**src/rtl/burst_reasm.sv**
```systemverilog
module burst_reasm #(
  parameter int NUM_CH     = 16,
  parameter int WORDS      = 4,
  parameter int WORD_BYTES = 8,
  parameter int LEN_W      = 16,
  localparam int CH_W  = $clog2(NUM_CH),
  localparam int NV_W  = $clog2(WORDS + 1),
  localparam int TB_W  = $clog2(WORD_BYTES),
  localparam int EOP_W = TB_W + 1
) (
  input  logic             clk,
  input  logic             rst,
  input  logic             in_sop,
  input  logic             in_sob,
  input  logic             in_eob,
  input  logic [NV_W-1:0]  in_nvalid,
  input  logic [EOP_W-1:0] in_eop,
  input  logic [CH_W-1:0]  in_chan,
  output logic             done_vld,
  output logic [CH_W-1:0]  done_chan,
  output logic [LEN_W-1:0] done_len,
  output logic             done_err,
  output logic             err_pulse
);

  logic              in_burst_q;
  logic [CH_W-1:0]   burst_ch_q;
  logic [NUM_CH-1:0] open_q;
  logic [NUM_CH-1:0] perr_q;
  logic [LEN_W-1:0]  cnt_q [NUM_CH];

  logic              active, framed, take, sop, is_eop, nv_bad, ch_open;
  logic              e_dup, e_orph, e_nv, e_frame, cyc_err, sticky;
  logic [CH_W-1:0]   cyc_ch;
  logic [NV_W-1:0]   nv_eff;
  logic [TB_W-1:0]   tail;
  logic [LEN_W-1:0]  nv_l, tail_l, cyc_bytes, base, total;

  assign active  = in_nvalid != '0;
  assign framed  = in_sob | in_burst_q;
  assign take    = active & framed;
  assign cyc_ch  = in_sob ? in_chan : burst_ch_q;
  assign sop     = in_sop & in_sob;
  assign is_eop  = in_eop[EOP_W-1];
  assign tail    = in_eop[TB_W-1:0];
  assign nv_bad  = in_nvalid > NV_W'(WORDS);
  assign nv_eff  = nv_bad ? NV_W'(WORDS) : in_nvalid;
  assign ch_open = open_q[cyc_ch];

  assign nv_l      = LEN_W'(nv_eff);
  assign tail_l    = (tail == '0) ? LEN_W'(WORD_BYTES) : LEN_W'(tail);
  assign cyc_bytes = is_eop ? (nv_l - 1'b1) * LEN_W'(WORD_BYTES) + tail_l
                            : nv_l * LEN_W'(WORD_BYTES);

  assign e_dup   = take & sop & ch_open;
  assign e_orph  = take & ~sop & ~ch_open;
  assign e_nv    = active & nv_bad;
  assign e_frame = active & ~framed;
  assign cyc_err = e_dup | e_orph | e_nv | e_frame;

  assign base   = (ch_open & ~sop) ? cnt_q[cyc_ch] : '0;
  assign total  = base + cyc_bytes;
  assign sticky = (ch_open & ~sop & perr_q[cyc_ch]) | e_dup | e_orph | e_nv;

  always_ff @(posedge clk) begin
    if (rst) begin
      in_burst_q <= 1'b0;
      burst_ch_q <= '0;
      open_q     <= '0;
      perr_q     <= '0;
      for (int i = 0; i < NUM_CH; i++) cnt_q[i] <= '0;
      done_vld   <= 1'b0;
      done_chan  <= '0;
      done_len   <= '0;
      done_err   <= 1'b0;
      err_pulse  <= 1'b0;
    end else begin
      done_vld  <= 1'b0;
      err_pulse <= cyc_err;
      if (take) begin
        in_burst_q <= ~in_eob;
        if (in_sob) burst_ch_q <= in_chan;
        if (is_eop) begin
          open_q[cyc_ch] <= 1'b0;
          perr_q[cyc_ch] <= 1'b0;
          cnt_q[cyc_ch]  <= '0;
          done_vld       <= 1'b1;
          done_chan      <= cyc_ch;
          done_len       <= total;
          done_err       <= sticky;
        end else begin
          open_q[cyc_ch] <= 1'b1;
          perr_q[cyc_ch] <= sticky;
          cnt_q[cyc_ch]  <= total;
        end
      end
    end
  end

endmodule


```
**config.mk**
```make
export PLATFORM = sky130hd
export DESIGN_NAME = burst_reasm
export DESIGN_NICKNAME = d
export VERILOG_FILES = /design/src/rtl/burst_reasm.sv
export SDC_FILE = /design/constraint.sdc
export NUM_CORES = 1
export LEC_CHECK = 0
export ABC_AREA = 0
export BUFFER_PORTS_ARGS = -buffer_cell sky130_fd_sc_hd__buf_2
export CORE_ASPECT_RATIO = 0.5
export CORE_MARGIN = 1.5
export CORE_UTILIZATION = 55
export CTS_CLUSTER_DIAMETER = 40
export DETAILED_ROUTE_END_ITERATION = 10
export PLACE_DENSITY_LB_ADDON = 0.05
export SLEW_MARGIN = 20
export SYNTH_ARGS = -nofsm -noshare
export SYNTH_HDL_FRONTEND = slang
export SYNTH_SLANG_ARGS = --single-unit
```
**constraint.sdc**
```tcl
create_clock -name clk -period 5.6 [get_ports clk]
set_input_delay 0 -clock clk [delete_from_list [all_inputs] [get_ports clk]]
set_output_delay 0 -clock clk [all_outputs]
set_load 0.03 [all_outputs]
```
==> run_results.csv, run 1 <==
group,metric,value,unit
worst_hold_path,hold_path_class,"in -> reg",
yosys,syn-num-nets,1253,
timing,min_period,4720,ps
yosys,seq_area_frac_synth,0.602,
floorplanning,die_w,235,µm
global_route,antenna_found_initial,0,
yosys,synth_area_leader_cell,"edfxtp_1",
critical_path,cp-end-kind,"register",
critical_path,crit_path_end,"cnt_q[8][15]",
route,drtIter0Drc,1531,
floorplanning,die_area,27900,µm²
place,place_congestion,1.01,
timing,rsz0062_at_grt,"no",
yosys,synth-async-reset-ratio,0,
clock_network,post_cts_buffers,0,
global_route,grt_start_max_net_pins,34,
critical_path,crit_buf_inv,1,
timing,setup_violations,0,
clock_network,clockBufferDepth,3,
yosys,synth-edff-count,256,
yosys,syn_area_per_cell,12.1,µm²
route,wl_per_cell,27.0,µm
timing,fin_setup_tns,0,ps
place,dp_cells,1567,
clock_network,cts_tree,"done",
floorplanning,start_util,0.559,
place,pre_cts_ws,620,ps
critical_path,crit_type,"reg -> reg",
global_route,overflow,0,
yosys,synth_most_common_cell,"nor2_1",
timing,tightest_slew,1160,ps
clock_network,numCtsBuffers,34,
route,vias,10700,
place,hpwl,29100,µm
power,power_density,337,nW/µm²
global_route,grt_usage,0.326,
timing,maxSlewHeadroom,0.227,
yosys,synth_common_cells,"nor2_1, edfxtp_1, mux4_2",
timing,hold_slack,105,ps
yosys,syn_inst,1219,
yosys,yosys_warnings,0,
yosys,synth_top_area_share,0.520,
yosys,synthesis.area,14800,µm²
global_route,grt_pass1_wl,65700,µm
clock_network,clk_latency,540,ps
cells_and_area,diodes,0,
critical_path,crit_family,"compound AO/OA/AOI/OAI gates",
yosys,yosys_most_used_dff,"edfxtp_1",
cells_and_area,post-route-util,0.628,
clock_network,cts.root.buffer_cell,"clkbuf_16",
floorplanning,die_y,119,µm
critical_path,critPathRequiredTime,5830,ps
power,leakage,5.87,nW
timing,fmax,212,MHz
timing,hold_viol,0,
cells_and_area,fin_nets,1291,
route,drt-total-wl,44000,µm
critical_path,critPathSlowestCell,"and3_1",
clock_network,cts_hold_repair.buffers,6,
timing,finClkSkew,28.8,ps
route,vias_per_cell,6.52,
clock_network,ctsHtreeMaxLevel,2,
cells_and_area,layout.cells.non_filler,1633,
critical_path,ff2ff_setup_slack,880,ps
critical_path,r2r_start,"burst_ch_q[1]",
critical_path,crit_cells,13,
route,drc,0,
yosys,ys_seq_elements,316,
run_status,status,"finished clean",
yosys,synth_cell_types,61,
clock_network,clock_sinks,316,
yosys,synth.area.top_cells,"edfxtp_1, mux4_2, dfxtp_1",
floorplanning,rows,42,
critical_path,path_max_fanout,16,
global_route,grt_pass1_vias,10300,
critical_path,crit_arrival,4950,ps
critical_path,start_kind,"register",
critical_path,regToRegEndpoint,"cnt_q[8][15]",
route,drtPass1Iterations,5,
cells_and_area,area_growth,12.3,%
place,portBuffers,38,
flow_run,max-cap-violations,0,
timing,post-route-period-util,0.843,
timing,fin_ws,879,ps
power,ir_drop,0.000221,V
floorplanning,core_area,26400,µm²
clock_network,cts_resized,0,
timing,drv_slew,0,
critical_path,slowest_delay,700,ps
critical_path,crit_path_cell_trace,"o32ai_2 -> a2111oi_0 -> o22a_1 -> a22o_1 -> buf_4 -> nor3_1 -> ha_1 -> a21oi_1 -> o21ai_0 -> o41ai_1 -> nand2_1 -> and3_1 -> nor3_2",
clock_network,clk_pin_slew,50,ps
critical_path,worstRegToRegCells,13,
critical_path,crit_start,"burst_ch_q[1]",
floorplanning,io_pins,39,
route,final_antenna_net_count,0,
cells_and_area,drive_gt1_frac,0.183,
## state kept, by name, summed over array words and instances, names as in the netlist, named ones only
register	flops
err_pulse	1
done_vld	1
burst_ch_q	4
done_len	16
done_err	1
perr_q	16
done_chan	4
in_burst_q	1
cnt_q	256
## worst register-to-register path: cells and delay by family (launching register included)
family / cells / cell delay (ps)
and+or+nand+nor: 4 / 1060
DFF: 1 / 590
adders and majority gates: 1 / 410
buffers and inverters: 1 / 240
AOI/OAI and AO/OA: 7 / 2130
## placed cells by master, fill, tap and decap left out, types with 5 or more instances in the layout
cell type / count
nor3_1: 18
inv_1: 33
o22ai_1: 23
nand2_1: 60
nand4_1: 9
a21o_1: 10
o41ai_1: 6
clkbuf_16: 34
a211oi_1: 16
a31oi_1: 5
nor2_1: 292
xor2_1: 6
nand2b_1: 18
dfxtp_1: 60
or2_2: 6
nand3b_1: 7
edfxtp_1: 256
clkinv_1: 6
ha_1: 17
mux4_2: 67
and2_1: 8
dlygate4sd3_1: 6
buf_4: 44
a311oi_1: 9
xnor2_1: 5
nor3_2: 11
o211ai_1: 18
nor3b_1: 7
buf_2: 38
nand3_1: 22
o21ai_0: 44
a21oi_1: 42
o21a_1: 5
## metrics by stage
step                      power, mW  cell area (µm²)
after floorplan                3.09            14800
after global placement         3.33            15400
after detailed placement       3.34            15400
after CTS                      5.59            16600
after global routing           5.74            16600
final                          5.59            16600
## cells by family (layout without fill, tap and decap cells)
logic type	after synthesis	in the layout	synth area share
AO/OA/AOI/OAI	202	202	0.0886
XOR/XNOR	12	12	0.00711
adder cells (fa/ha/maj)	18	18	0.0158
buffers and inverters	122	184	0.0357
flip-flops	316	316	0.602
multiplexers	75	75	0.109
AND/OR/NAND/NOR	474	474	0.142
## cell type report
type	count	area [µm²]
fill	2137	9840
sequential	316	8890
clock buffer	41	907
timing repair buffer	90	612
clock inverter	19	203
multi-input combinational	781	5420
tap	352	440
inverter	34	128
## metal layers
metal / vias to the layer above / part of all wire / global-route usage
li1: 4581 / - / -
met2: 622 / 0.42 / 0.468
met3: 112 / 0.12 / 0.0767
met1: 5336 / 0.42 / 0.492
met4: 0 / 0.033 / 0.106
met5: - / 0 / 0
## where the power goes
group | internal, mW | switching, mW
Combinational | 0.209 | 0.432
Sequential | 2.63 | 0.0339
Clock | 1.31 | 0.971
## worst min-delay path by stage
stage	from	end	slack, ps	cells after the start
finish	in_nvalid[0]	err_pulse	100	4
global route	in_nvalid[0]	err_pulse	120	4
CTS	in_nvalid[1]	err_pulse	80	4
detailed placement	in_eob	in_burst_q	210	2
global placement	in_eob	in_burst_q	200	2
floorplan	in_eob	in_burst_q	100	1
Power figures use the tool's default switching activity.
==> run 2: changes to the inputs <==
- clock period: 5.6 -> 3.9 ns (I/O delays scaled with it)
==> run 2 against run 1 <==
Effect of this change:
- the flow now finishes with violations (setup timing)
- sequential share of layout area fell by 5.2 points
- core utilization rose by 6.9 points
- non-clock buffer count rose by 127
- via count rose by 5.2%
- first-iteration DRC count rose by 13%
- clock skew rose by 6.0 ps
- power rose by 50%
- worst hold slack got worse by 70 ps
==> run_results.csv, run 2 (same netlist as run 1, synthesis figures left out) <==
group,metric,value,unit
run_status,status,"finished with violations",
run_status,violations,"setup timing",
place,dp_cells,1679,
route,drtIter0Drc,1723,
power,leakage,6.73,nW
route,drtPass1Iterations,7,
route,wl_per_cell,26.4,µm
clock_network,clk_latency,560,ps
worst_hold_path,hold_path_depth,4,
route,drc,0,
timing,post-route-period-util,1.01,
global_route,top_usage_layer,"met2",
power,finalPower,8.39,mW
floorplanning,rows,42,
floorplanning,io_pins,39,
timing,finClkSkew,34.8,ps
place,hpwl,30700,µm
cells_and_area,layout.cells.non_filler,1762,
floorplanning,core_area,26400,µm²
flow_run,max-cap-violations,0,
global_route,grt_start_max_net_pins,26,
place,post_dp_cell_area,16500,µm²
power,power_density,456,nW/µm²
route,drt-total-wl,46600,µm
critical_path,crit_type,"reg -> reg",
cells_and_area,drive_gt1_frac,0.311,
floorplanning,die_w,235,µm
clock_network,numCtsBuffers,34,
cells_and_area,fin_nets,1419,
global_route,overflow,0,
cells_and_area,mostFrequentLayoutCell,"nor2_1",
timing,rsz0062_at_grt,"yes",
cells_and_area,top_regs,"cnt_q: 256 flops, done_len: 16 flops, perr_q: 16 flops",
floorplanning,die_y,119,µm
route,final_antenna_net_count,0,
cells_and_area,post-route-util,0.697,
route,vias,11200,
timing,setup_violations,20,
floorplanning,die_area,27900,µm²
clock_network,cts_tree,"done",
timing,drv_slew,0,
global_route,grt_usage,0.336,
critical_path,cp-end-kind,"register",
clock_network,clk_pin_slew,70,ps
timing,fmax,253,MHz
global_route,gr-usage-met3,0.0927,
floorplanning,start_util,0.559,
worst_hold_path,hold_path_class,"in -> reg",
clock_network,clockBufferDepth,3,
route,vias_per_cell,6.36,
global_route,met1_usage,0.484,
cells_and_area,most-common-layout-cells,"nor2_1, edfxtp_1, buf_4, mux4_2",
global_route,grt_pass1_wl,67700,µm
timing,hold_viol,0,
place,portBuffers,38,
cells_and_area,area_growth,24.6,%
critical_path,path_max_fanout,17,
timing,tightest_slew,1150,ps
place,place_congestion,0.973,
timing,min_period,3950,ps
timing,fin_ws,-47.2,ps
power,ir_drop,0.000407,V
cells_and_area,diodes,0,
global_route,antenna_found_initial,0,
cells_and_area,largest_register,"cnt_q",
critical_path,start_kind,"register",
clock_network,clock_sinks,316,
critical_path,crit_arrival,4200,ps
timing,maxSlewHeadroom,0.230,
clock_network,ctsHtreeMaxLevel,2,
clock_network,cts.root.buffer_cell,"clkbuf_16",
global_route,grt_pass1_vias,10800,
critical_path,worstRegToRegCells,17,
global_route,met2_usage,0.508,
critical_path,critPathRequiredTime,4150,ps
cells_and_area,largest_reg_flops,256,
cells_and_area,post-route-cell-area,18400,µm²
place,pre_cts_ws,-355,ps
==> run 2: cell count changes in the layout (fill, tap and decap cells not counted), sizes merged <==
cell,previous run,this run
clkbuf,41,38
inv,38,41
dlygate4sd3,6,5
bufinv,3,5
clkinv,11,10
buf,84,212
o21a,6,7
==> run 2: power by group <==
group / switching [mW] / internal, mW
combinational: 0.690 / 0.440
clock: 1.46 / 1.98
sequential: 0.0487 / 3.78
total: 2.20 / 6.20
==> run 2: final timing paths <==
path                  from     endpoint  slack (ps)
min reg2reg    done_len[0]  done_len[0]         460
min           in_nvalid[0]    err_pulse          30
max reg2reg  burst_ch_q[0]  cnt_q[8][7]         -50
max          burst_ch_q[0]  cnt_q[8][7]         -50
==> run 2: metrics by stage <==
stage	hold slack [ps]	TNS, ps
2_1_floorplan	96.6	0
3_3_place_gp	191	-37580
3_5_place_dp	194	-37640
4_1_cts	3.53	-4.01
5_1_grt	85.0	-5710
6_report	34.3	-427
==> run 2: final cells by class <==
cell class                 instances  area, µm²
tap                              352        440
inverter                          34        135
multi-input combinational        782       5930
sequential                       316       8900
clock buffer                      38        866
timing repair buffer             217       1840
clock inverter                    23        299
fill                            1900       8020
==> run 2: per-layer routing <==
layer,share of wire,vias to the layer above
met2,0.44,677
met5,0,-
met1,0.41,5601
li1,-,4843
met4,0.024,0
met3,0.12,84
==> run 2: critical path: stages (launching register included) <==
cell and delay [ps]:
dfxtp_4 380, inv_8 50, o41ai_2 420, buf_4 190, a2111oi_4 40, o22a_1 250, a22o_4 280, a311oi_4 300
ha_2 270, buf_4 110, a21o_1 130, nand4_1 170, and2_1 240, o21bai_1 140, a21oi_1 100, xnor2_1 280
buf_12 220, nor2_1 60
==> run 2: what timing repair did <==
item,CTS,global route
endpoints found under the setup margin,203,198
resized for setup,29,86
pin swaps,7,36
hold endpoints to repair,6,0
gates cloned,1,1
buffers inserted,11,6
hold buffers,5,0
==> run 3: changes to the inputs <==
- CORE_MARGIN: 1.5 -> 2
- REMOVE_ABC_BUFFERS: unset -> 1
==> run 3 against run 2 <==
Effect of this change:
- the run still ends with setup timing left
- combinational power barely moved
- highest routed layer unchanged
- fmax fell by 0.26%
- setup slack got worse by 10 ps
- count of clock-buffer cells in the layout down 5
==> run_results.csv, run 3 (same netlist as run 1, synthesis figures left out) <==
group,metric,value,unit
power,p_seq_frac,0.486,
route,drtIter0Drc,1552,
clock_network,cts_tree,"done",
power,p_int,5.82,mW
cells_and_area,diodes,0,
clock_network,clock_sinks,316,
cells_and_area,area_growth,24.5,%
critical_path,ff2ff_setup_slack,-60,ps
power,p_sw_frac,0.261,
global_route,grt_pass1_wl,68800,µm
timing,tightest_slew,1190,ps
run_status,violations,"setup timing",
worst_hold_path,hold_path_class,"in -> reg",
cells_and_area,fill_cells,1925,
floorplanning,die_y,120,µm
cells_and_area,largest_register,"cnt_q",
global_route,antenna_found_initial,0,
timing,fmax,253,MHz
timing,hold_viol,0,
power,ir_drop,0.000362,V
cells_and_area,top_regs,"cnt_q: 256 flops, done_len: 16 flops, perr_q: 16 flops",
cells_and_area,most-common-layout-cells,"nor2_1, edfxtp_1, buf_4, mux4_2, dfxtp_1",
global_route,grt_pass1_vias,10900,
timing,setup_violations,33,
power,combPwrFrac,0.147,
place,portBuffers,38,
floorplanning,rows,42,
power,p_clk_frac,0.366,
route,wl_per_cell,26.7,µm
power,power_density,428,nW/µm²
timing,finClkSkew,18.7,ps
flow_run,max-cap-violations,0,
critical_path,regToRegEndpoint,"cnt_q[3][15]",
cells_and_area,mostFrequentLayoutCell,"nor2_1",
clock_network,clk_latency,590,ps
timing,drv_slew,0,
floorplanning,die_w,236,µm
floorplanning,core_area,26400,µm²
timing,hold_slack,43.8,ps
route,vias,11200,
critical_path,crit_cells,16,
place,hpwl,30400,µm
timing,fin_ws,-57.3,ps
route,drt-total-wl,47200,µm
power,leakage,6.70,nW
critical_path,crit_buf_inv,5,
critical_path,cp-end-kind,"register",
critical_path,crit_type,"reg -> reg",
global_route,grt_start_max_net_pins,54,
cells_and_area,fin_nets,1433,
critical_path,path_max_fanout,8,
clock_network,clk_pin_slew,70,ps
critical_path,crit_start,"burst_ch_q[0]",
clock_network,cts.root.buffer_cell,"clkbuf_16",
critical_path,worstRegToRegCells,16,
global_route,overflow,0,
global_route,grt_usage,0.337,
power,p_sw,2.05,mW
critical_path,crit_path_end,"cnt_q[3][15]",
critical_path,r2r_start,"burst_ch_q[0]",
route,final_antenna_net_count,0,
floorplanning,die_area,28300,µm²
route,vias_per_cell,6.36,
critical_path,critPathSlowestCell,"mux4_2",
critical_path,critPathRequiredTime,4320,ps
power,finalPower,7.87,mW
clock_network,numCtsBuffers,29,
timing,post-route-period-util,1.01,
timing,min_period,3960,ps
floorplanning,io_pins,39,
critical_path,start_kind,"register",
cells_and_area,drive_gt1_frac,0.322,
critical_path,slowest_delay,550,ps
timing,maxSlewHeadroom,0.204,
timing,rsz0062_at_grt,"yes",
clock_network,clockBufferDepth,3,
critical_path,crit_family,"compound AO/OA/AOI/OAI gates",
cells_and_area,largest_reg_flops,256,
route,drc,0,
place,place_congestion,0.993,
route,drtPass1Iterations,5,
clock_network,ctsHtreeMaxLevel,1,
critical_path,crit_path_cell_trace,"inv_6 -> o21a_4 -> buf_6 -> buf_4 -> mux4_2 -> o22ai_2 -> buf_4 -> nor3_1 -> ha_1 -> a21oi_2 -> o21ai_4 -> o41ai_4 -> nand2_2 -> and3_4 -> clkbuf_16 -> nor3_1",
floorplanning,start_util,0.559,
run_status,status,"finished with violations",
critical_path,crit_arrival,4380,ps
==> run 3: power groups by stage <==
stage	sequential (mW)	combinational (mW)	clock, mW
detailed placement	3.90	1.02	0
global placement	3.89	1.01	0
CTS	3.83	1.09	2.89
floorplan	3.90	0.516	0
global route	3.84	1.21	3.03
finish	3.83	1.16	2.88
==> run 3: layer usage <==
layer | global-route usage | part of all wire | vias to the layer above
li1 | - | - | 4860
met2 | 0.511 | 0.45 | 618
met4 | 0.101 | 0.027 | 0
met1 | 0.503 | 0.42 | 5686
met5 | 0 | 0 | -
met3 | 0.0598 | 0.11 | 84
==> run 3: worst reg2reg max path: stages, from the launching register on <==
cell and delay, ps:
dfxtp_4 380, inv_6 100, o21a_4 310, buf_6 150, buf_4 150, mux4_2 550, o22ai_2 160, buf_4 160
nor3_1 50, ha_1 350, a21oi_2 210, o21ai_4 100, o41ai_4 370, nand2_2 170, and3_4 250, clkbuf_16 180
nor3_1 160
==> run 3: per-stage QoR <==
stage | setup WS (ps) | util | instance area, µm² | TNS (ps) | cells
3_3_place_gp | -304 | 0.621 | 16400 | -15800 | 1681
2_1_floorplan | -3170 | - | 14400 | -725200 | 1131
5_1_grt | -122 | 0.696 | 18400 | -5100 | 1768
4_1_cts | -29.2 | 0.675 | 17800 | -289 | 1759
3_5_place_dp | -447 | 0.621 | 16400 | -37490 | 1681
6_report | -57.3 | 0.696 | 18400 | -1270 | 1768
==> run 3: final cells by class <==
class                   count  area [µm²]  area share
clock inverters            15         185      0.0101
repair buffers            237        2030       0.110
inverters                  34         133     0.00721
multi-input cells         781        5960       0.324
flip-flops and latches    316        8900       0.484
clock buffers              33         741      0.0403
well taps                 352         440      0.0240
==> run 3: timing repair <==
action	4_1_cts	5_1_grt
setup endpoints to repair	185	174
cloned	3	3
pin swaps	11	45
endpoints found under the hold margin	6	0
resized for setup	44	103
buffers inserted	21	8
hold buffers	6	0
==> run 3: worst min path at each step <==
stage,cells after the start,endpoint,startpoint
detailed placement,2,in_burst_q,in_eob
global placement,2,in_burst_q,in_eob
finish,5,done_len[0],in_eop[0]
floorplan,1,done_len[0],rst
global route,5,done_chan[3],in_chan[3]
CTS,5,done_len[0],in_eop[0]
